## src/rtl/mport_mon_pkg.sv

```systemverilog
package mport_mon_pkg;

  localparam int N_ERR = 7;

  typedef enum int unsigned {
    E_SIZE = 0,
    E_BOTH = 1,
    E_HOLD = 2,
    E_DROP = 3,
    E_WRB  = 4,
    E_OVR  = 5,
    E_TMO  = 6
  } err_idx_e;

  // burst length is legal only in 1..mx
  function automatic logic size_bad(input int unsigned sz, input int unsigned mx);
    return (sz == 0) || (sz > mx);
  endfunction

  // beats still owed after the first beat of a burst
  function automatic int unsigned burst_rest(input int unsigned sz);
    return (sz == 0) ? 0 : sz - 1;
  endfunction

  // outstanding read count after one cycle
  function automatic int unsigned pend_step(input int unsigned cnt,
                                            input int unsigned add,
                                            input logic take);
    return cnt + add - (take ? 1 : 0);
  endfunction

endpackage

```

## src/rtl/mport_hold_chk.sv

```systemverilog
module mport_hold_chk #(
  parameter int ADDR_W = 24,
  parameter int DATA_W = 32,
  parameter int SIZE_W = 4
) (
  input  logic              clk,
  input  logic              rst_n,
  input  logic              rd_req,
  input  logic              wr_req,
  input  logic [ADDR_W-1:0] addr,
  input  logic [SIZE_W-1:0] size,
  input  logic [DATA_W-1:0] wdata,
  input  logic              ready,
  output logic              hold_ev,
  output logic              drop_ev
);

  logic              rd_q, wr_q, stall_q;
  logic [ADDR_W-1:0] addr_q;
  logic [SIZE_W-1:0] size_q;
  logic [DATA_W-1:0] wdata_q;
  logic              any_now, moved;

  always_ff @(posedge clk) begin
    if (!rst_n) begin
      rd_q    <= 1'b0;
      wr_q    <= 1'b0;
      stall_q <= 1'b0;
      addr_q  <= '0;
      size_q  <= '0;
      wdata_q <= '0;
    end else begin
      rd_q    <= rd_req;
      wr_q    <= wr_req;
      stall_q <= (rd_req | wr_req) & ~ready;
      addr_q  <= addr;
      size_q  <= size;
      wdata_q <= wdata;
    end
  end

  always_comb begin
    any_now = rd_req | wr_req;
    moved   = (rd_req != rd_q) | (wr_req != wr_q) | (addr != addr_q) |
              (size != size_q) | (wr_req & wr_q & (wdata != wdata_q));
    hold_ev = stall_q & any_now & moved;
    drop_ev = stall_q & ~any_now;
  end


  drop_after_stall_chk: assert property (@(posedge clk) disable iff (!rst_n)
    drop_ev |-> ($past(rd_req || wr_req) && !$past(ready)));


  held_fields_chk: assert property (@(posedge clk) disable iff (!rst_n)
    (stall_q && any_now && !hold_ev) |-> ($stable(addr) && $stable(size)));

endmodule

```

## src/rtl/mport_wr_trk.sv

```systemverilog
module mport_wr_trk
  import mport_mon_pkg::*;
#(
  parameter int SIZE_W = 4
) (
  input  logic              clk,
  input  logic              rst_n,
  input  logic              rd_req,
  input  logic              wr_req,
  input  logic              burst_start,
  input  logic [SIZE_W-1:0] size,
  input  logic              ready,
  output logic              wrb_ev
);

  logic [SIZE_W-1:0] wr_left;
  logic              beat_ok, opens;

  always_comb begin
    beat_ok = wr_req & ready;
    opens   = (wr_left == '0) | burst_start;
    wrb_ev  = (wr_left != '0) & (rd_req | (wr_req & burst_start));
  end

  always_ff @(posedge clk) begin
    if (!rst_n) begin
      wr_left <= '0;
    end else if (beat_ok) begin
      if (opens) wr_left <= SIZE_W'(burst_rest(32'(size)));
      else       wr_left <= wr_left - 1'b1;
    end else if (rd_req && ready) begin
      wr_left <= '0;
    end
  end


  wr_last_beat_chk: assert property (@(posedge clk) disable iff (!rst_n)
    (wr_left == SIZE_W'(1) && wr_req && ready && !burst_start) |=> (wr_left == '0));

endmodule

```

## src/rtl/mport_rd_trk.sv

```systemverilog
module mport_rd_trk
  import mport_mon_pkg::*;
#(
  parameter int SIZE_W  = 4,
  parameter int CNT_W   = 8,
  parameter int TMO_CYC = 64
) (
  input  logic              clk,
  input  logic              rst_n,
  input  logic              rd_req,
  input  logic              ready,
  input  logic [SIZE_W-1:0] size,
  input  logic              rvalid,
  output logic [CNT_W-1:0]  pend,
  output logic              ovr_ev,
  output logic              tmo_ev
);

  localparam int TW = $clog2(TMO_CYC + 1);

  logic [TW-1:0] idle;
  logic          acc, take, quiet;

  always_comb begin
    acc    = rd_req & ready;
    take   = rvalid & (pend != '0);
    ovr_ev = rvalid & (pend == '0);
    quiet  = (pend != '0) & ~rvalid;
    tmo_ev = quiet & (idle == TW'(TMO_CYC - 1));
  end

  always_ff @(posedge clk) begin
    if (!rst_n) begin
      pend <= '0;
      idle <= '0;
    end else begin
      pend <= CNT_W'(pend_step(32'(pend), acc ? 32'(size) : 32'd0, take));
      if (quiet) begin
        if (idle != TW'(TMO_CYC)) idle <= idle + 1'b1;
      end else begin
        idle <= '0;
      end
    end
  end


  rd_add_chk: assert property (@(posedge clk) disable iff (!rst_n)
    (rd_req && ready && !rvalid) |=> (pend == $past(pend) + CNT_W'($past(size))));


  ovr_empty_chk: assert property (@(posedge clk) disable iff (!rst_n)
    (ovr_ev && !(rd_req && ready)) |=> (pend == '0));


  tmo_pending_chk: assert property (@(posedge clk) disable iff (!rst_n)
    tmo_ev |-> (pend != '0 && $past(pend) != '0));

endmodule

```

## src/rtl/mport_proto_mon.sv

```systemverilog
module mport_proto_mon
  import mport_mon_pkg::*;
#(
  parameter int ADDR_W   = 24,
  parameter int DATA_W   = 32,
  parameter int SIZE_W   = 4,
  parameter int MAX_SIZE = 8,
  parameter int CNT_W    = 8,
  parameter int TMO_CYC  = 64
) (
  input  logic              clk,
  input  logic              rst_n,
  input  logic              rd_req,
  input  logic              wr_req,
  input  logic [ADDR_W-1:0] addr,
  input  logic [SIZE_W-1:0] size,
  input  logic              burst_start,
  input  logic [DATA_W-1:0] wdata,
  input  logic              ready,
  input  logic              rvalid,
  output logic              err_size,
  output logic              err_both,
  output logic              err_hold,
  output logic              err_drop,
  output logic              err_wrburst,
  output logic              err_overrun,
  output logic              err_timeout,
  output logic              err_any,
  output logic [CNT_W-1:0]  rd_pending
);

  logic [N_ERR-1:0] ev, err_q;
  logic size_ev, both_ev, hold_ev, drop_ev, wrb_ev, ovr_ev, tmo_ev;

  mport_hold_chk #(.ADDR_W(ADDR_W), .DATA_W(DATA_W), .SIZE_W(SIZE_W)) u_hold (
    .clk(clk), .rst_n(rst_n), .rd_req(rd_req), .wr_req(wr_req), .addr(addr),
    .size(size), .wdata(wdata), .ready(ready), .hold_ev(hold_ev), .drop_ev(drop_ev)
  );

  mport_wr_trk #(.SIZE_W(SIZE_W)) u_wr (
    .clk(clk), .rst_n(rst_n), .rd_req(rd_req), .wr_req(wr_req),
    .burst_start(burst_start), .size(size), .ready(ready), .wrb_ev(wrb_ev)
  );

  mport_rd_trk #(.SIZE_W(SIZE_W), .CNT_W(CNT_W), .TMO_CYC(TMO_CYC)) u_rd (
    .clk(clk), .rst_n(rst_n), .rd_req(rd_req), .ready(ready), .size(size),
    .rvalid(rvalid), .pend(rd_pending), .ovr_ev(ovr_ev), .tmo_ev(tmo_ev)
  );

  always_comb begin
    size_ev = (rd_req | wr_req) & size_bad(32'(size), 32'(MAX_SIZE));
    both_ev = rd_req & wr_req;
    ev         = '0;
    ev[E_SIZE] = size_ev;
    ev[E_BOTH] = both_ev;
    ev[E_HOLD] = hold_ev;
    ev[E_DROP] = drop_ev;
    ev[E_WRB]  = wrb_ev;
    ev[E_OVR]  = ovr_ev;
    ev[E_TMO]  = tmo_ev;
  end

  always_ff @(posedge clk) begin
    if (!rst_n) err_q <= '0;
    else        err_q <= err_q | ev;
  end

  assign err_size    = err_q[E_SIZE];
  assign err_both    = err_q[E_BOTH];
  assign err_hold    = err_q[E_HOLD];
  assign err_drop    = err_q[E_DROP];
  assign err_wrburst = err_q[E_WRB];
  assign err_overrun = err_q[E_OVR];
  assign err_timeout = err_q[E_TMO];
  assign err_any     = |err_q;


  sticky_flags_chk: assert property (@(posedge clk) disable iff (!rst_n)
    1'b1 |=> ((err_q & $past(err_q)) == $past(err_q)));


  zero_size_chk: assert property (@(posedge clk) disable iff (!rst_n)
    ((rd_req || wr_req) && size == '0) |=> err_size);


  both_req_chk: assert property (@(posedge clk) disable iff (!rst_n)
    (rd_req && wr_req) |=> err_both);

endmodule

```

## config.mk

```make
export PLATFORM = sky130hd
export DESIGN_NAME = mport_proto_mon
export DESIGN_NICKNAME = d
export VERILOG_FILES = /design/src/rtl/mport_mon_pkg.sv /design/src/rtl/mport_hold_chk.sv /design/src/rtl/mport_wr_trk.sv /design/src/rtl/mport_rd_trk.sv /design/src/rtl/mport_proto_mon.sv
export SDC_FILE = /design/constraint.sdc
export NUM_CORES = 1
export LEC_CHECK = 0
export ABC_AREA = 1
export CAP_MARGIN = 20
export CELL_PAD_IN_SITES_DETAIL_PLACEMENT = 1
export CELL_PAD_IN_SITES_GLOBAL_PLACEMENT = 2
export CORE_ASPECT_RATIO = 0.75
export CORE_MARGIN = 2
export CORE_UTILIZATION = 30
export CTS_BUF_LIST = sky130_fd_sc_hd__clkbuf_8 sky130_fd_sc_hd__clkbuf_16
export CTS_CLUSTER_DIAMETER = 60
export CTS_CLUSTER_SIZE = 28
export DETAILED_ROUTE_END_ITERATION = 12
export GPL_TIMING_DRIVEN = 0
export HOLD_SLACK_MARGIN = 0.06
export MAX_ROUTING_LAYER = met4
export PLACE_DENSITY = 0.91
export SYNTH_ARGS = -nofsm -noshare
export SYNTH_HDL_FRONTEND = slang
export SYNTH_SLANG_ARGS = --single-unit
```

## constraint.sdc

```tcl
create_clock -name clk -period 7.3 [get_ports clk]
set_input_delay 1.46 -clock clk [delete_from_list [all_inputs] [get_ports clk]]
set_output_delay 1.46 -clock clk [all_outputs]
set_load 0.05 [all_outputs]
```

==> run_results.csv <==
group,metric,value,unit
finish,num_antenna_cells,0,
sta,fin_crit,3.63,ns
finish,final_nets,794,
job,maxCapViolCount,0,
logic_synthesis,dominantRegCellSynth,"dfxtp_1",
drt,wire_per_inst,12.7,um
drt,vias_per_cell,4.35,
clock_tree,cts_setup_buffers,0,
global_routing,first_global_vias,4102,
sta,fmax,276,MHz
sta,min_period_over_period,49.7,%
floorplan,dieArea,15200,um^2
sta,slew_headroom,60.4,%
finish,layout_common_cells,"nand2_1 (180), inv_1 (154), dfxtp_1 (89), clkdlybuf4s50_1 (81), nor2_1 (46)",
sta,setup_viol,0,
clock_tree,cts_buffers,9,
floorplan,io_pins,83,
drt,wl,11300,um
setup_path,crit_start,"rd_req",
sta,tightest_slew,0.594,ns
pwr,peakVddDrop,155,uV
drt,drc_errors,0,
drt,dr.pass1.iters,4,
pwr,p_total,1480,uW
setup_path,rr_worst_depth,19,
logic_synthesis,ys_types,31,
sta,rsz0062_at_grt,"false",
sta,holdWs,0.491,ns
floorplan,core,13800,um^2
sta,fin_skew,0.00651,ns
finish,multi_input_area,1870,um^2
floorplan,initial_utilization,30.9,%
floorplan,fp.dieH,107,um
drt,dr_total_vias,3858,
floorplan,rows,37,
setup_path,cp_max_fo,5,
logic_synthesis,syn_area_per_cell,6.91,um^2
logic_synthesis,synth_edf_count,0,
setup_path,critPathCaptureType,"register",
finish,mostFrequentLayoutCell,"nand2_1",
place,portBuffers,81,
setup_path,r2r_start,"u_rd.pend[4]$_SDFF_PN0_",
place,hpwl,8830,um
logic_synthesis,async_reset_ff_share,0,%
logic_synthesis,yosys_warnings,0,
logic_synthesis,synth-seq-cells,89,
clock_tree,clock_sinks,89,
logic_synthesis,syn-cell-area,4260,um^2
hold_path,hp-class,"register to register",
finish,regArea,1780,um^2
setup_path,ff2ff_setup_slack,4.32,ns
setup_path,start_kind,"input pin",
global_routing,grt_max_degree,14,
clock_tree,clock_latency,0.35,ns
place,place.gp.congestion,0.830,
logic_synthesis,syn_nets,702,
clock_tree,root_buffer,"clkbuf_16",
global_routing,overflow,0,
setup_path,rr_endpoint,"u_rd.pend[6]$_SDFF_PN0_",
drt,drt_iter0_drc,110,
sta,finalSetupTns,0,ns
finish,utilization,40.3,%
pwr,p_per_area,266,nW/um^2
floorplan,die_w,142,um
clock_tree,cts_tree,"built",
clock_tree,post_cts_resized,0,
pwr,p_leak,0.00284,uW
logic_synthesis,synth.yosys.seq_area_share,41.8,%
clock_tree,cts_hold_buf,0,
sta,maxSlewViolCount,0,
clock_tree,cts_max_level,3,
clock_tree,clk_path_buf_depth,2,
finish,nFillCells,1730,
drt,ant_nets,0,
setup_path,endpoint,"u_rd.pend[6]$_SDFF_PN0_",
logic_synthesis,syn_inst,616,
sta,final_hold_viol_count,0,
outcome,status,"finished, final reports clean",
clock_tree,clk_pin_slew_worst_paths,0.06,ns
global_routing,antenna_found_initial,0,
finish,drive_above_1_share,2.95,%
setup_path,criticalPathCategory,"input pin to register",
global_routing,track_usage,16.2,%
setup_path,cp.arrival,3.91,ns
global_routing,grt_pass1_wl,18600,um
setup_path,cp.required,7.58,ns
finish,area_growth,30.4,%
-- cell families (layout without fill, tap and decap cells) --
| family | after synthesis | after routing | share of synthesized area, % |
|---|---|---|---|
| AO/OA/AOI/OAI | 60 | 60 | 7.87 |
| flip-flops | 89 | 89 | 41.8 |
| AND/OR/NAND/NOR | 255 | 255 | 23.7 |
| buffers and inverters | 161 | 257 | 14.2 |
| XOR/XNOR | 32 | 32 | 6.58 |
| adder cells (fa/ha/maj) | 19 | 19 | 5.76 |
-- sequential cells by signal (all words and copies together), names as in the netlist --
| signal | cells |
|---|---|
| u_hold.wr_q | 1 |
| u_hold.addr_q | 24 |
| u_rd.idle | 7 |
| u_hold.stall_q | 1 |
| u_hold.wdata_q | 32 |
| u_rd.pend | 8 |
| u_wr.wr_left | 4 |
| err_q | 7 |
| u_hold.size_q | 4 |
| u_hold.rd_q | 1 |
-- cell usage after synthesis, drive strengths merged, types with 2 or more instances --
master	n	area share [%]
buf	2	0.24
inv	152	13
nor3	6	0.71
clkbuf	7	0.62
o211ai	3	0.53
a21oi	23	2.9
nand2	180	16
a31oi	2	0.44
and2	2	0.29
nand3	11	1.3
nand4	3	0.44
nor2	48	4.3
xor2	6	1.2
or2	2	0.29
xnor2	26	5.3
dfxtp	89	42
ha	18	5.3
o21ai	27	3.2
o22ai	2	0.29
-- metrics by stage --
step                      setup WS, ns  cell area, um^2  cells
after floorplan                   4.17             4260    616
after global placement            3.42             5290    872
after detailed placement          3.33             5290    872
after CTS                         3.67             5550    887
after global routing              3.45             5550    887
final                             3.67             5550    887
-- worst max-delay path, stage by stage --
cell and delay [ns]:
clkdlybuf4s50_1 0.57, nand2_1 0.10, inv_1 0.10, nand2_1 0.07, ha_1 0.28, inv_1 0.07
fa_1 0.46, nand3_1 0.10, and2_1 0.16, or2_1 0.14, nand2_1 0.07, a21oi_2 0.15
o21ai_1 0.07, a21oi_1 0.12
-- metal layers --
metal	track usage (%)	part of all wire, %	vias up
li1	-	-	1996
met1	19.0	47	1783
met2	27.4	47	65
met3	4.20	4.4	14
met4	5.50	1.6	0
met5	-	0	-
-- how the worst min path moves through the flow --
stage | slack, ns | depth (start not counted) | endpoint | start
3_5_place_dp | 0.48 | 2 | err_q[2]$_SDFF_PN0_ | err_q[2]$_SDFF_PN0_
6_report | 0.49 | 2 | u_wr.wr_left[1]$_SDFFE_PN0P_ | u_wr.wr_left[1]$_SDFFE_PN0P_
2_1_floorplan | 0.46 | 2 | u_wr.wr_left[2]$_SDFFE_PN0P_ | u_wr.wr_left[2]$_SDFFE_PN0P_
5_1_grt | 0.51 | 2 | err_q[2]$_SDFF_PN0_ | err_q[2]$_SDFF_PN0_
3_3_place_gp | 0.46 | 2 | err_q[1]$_SDFF_PN0_ | err_q[1]$_SDFF_PN0_
4_1_cts | 0.50 | 2 | u_wr.wr_left[1]$_SDFFE_PN0P_ | u_wr.wr_left[1]$_SDFFE_PN0P_
-- area by class of cell --
type                       count  area share, %
buffer                         9          0.653
sequential                    89           32.1
multi-input combinational    366           33.7
clock inverter                 5          0.451
tap                          175           3.94
timing repair buffer          81           14.6
inverter                     152           10.3
clock buffer                  10           4.30
-- power by group --
group,total (uW),internal (uW),switching [uW]
Combinational,490,192,298
Clock,430,235,195
Sequential,558,531,27.8
Total,1480,957,521
No activity file was read; power rests on OpenSTA's default activity.
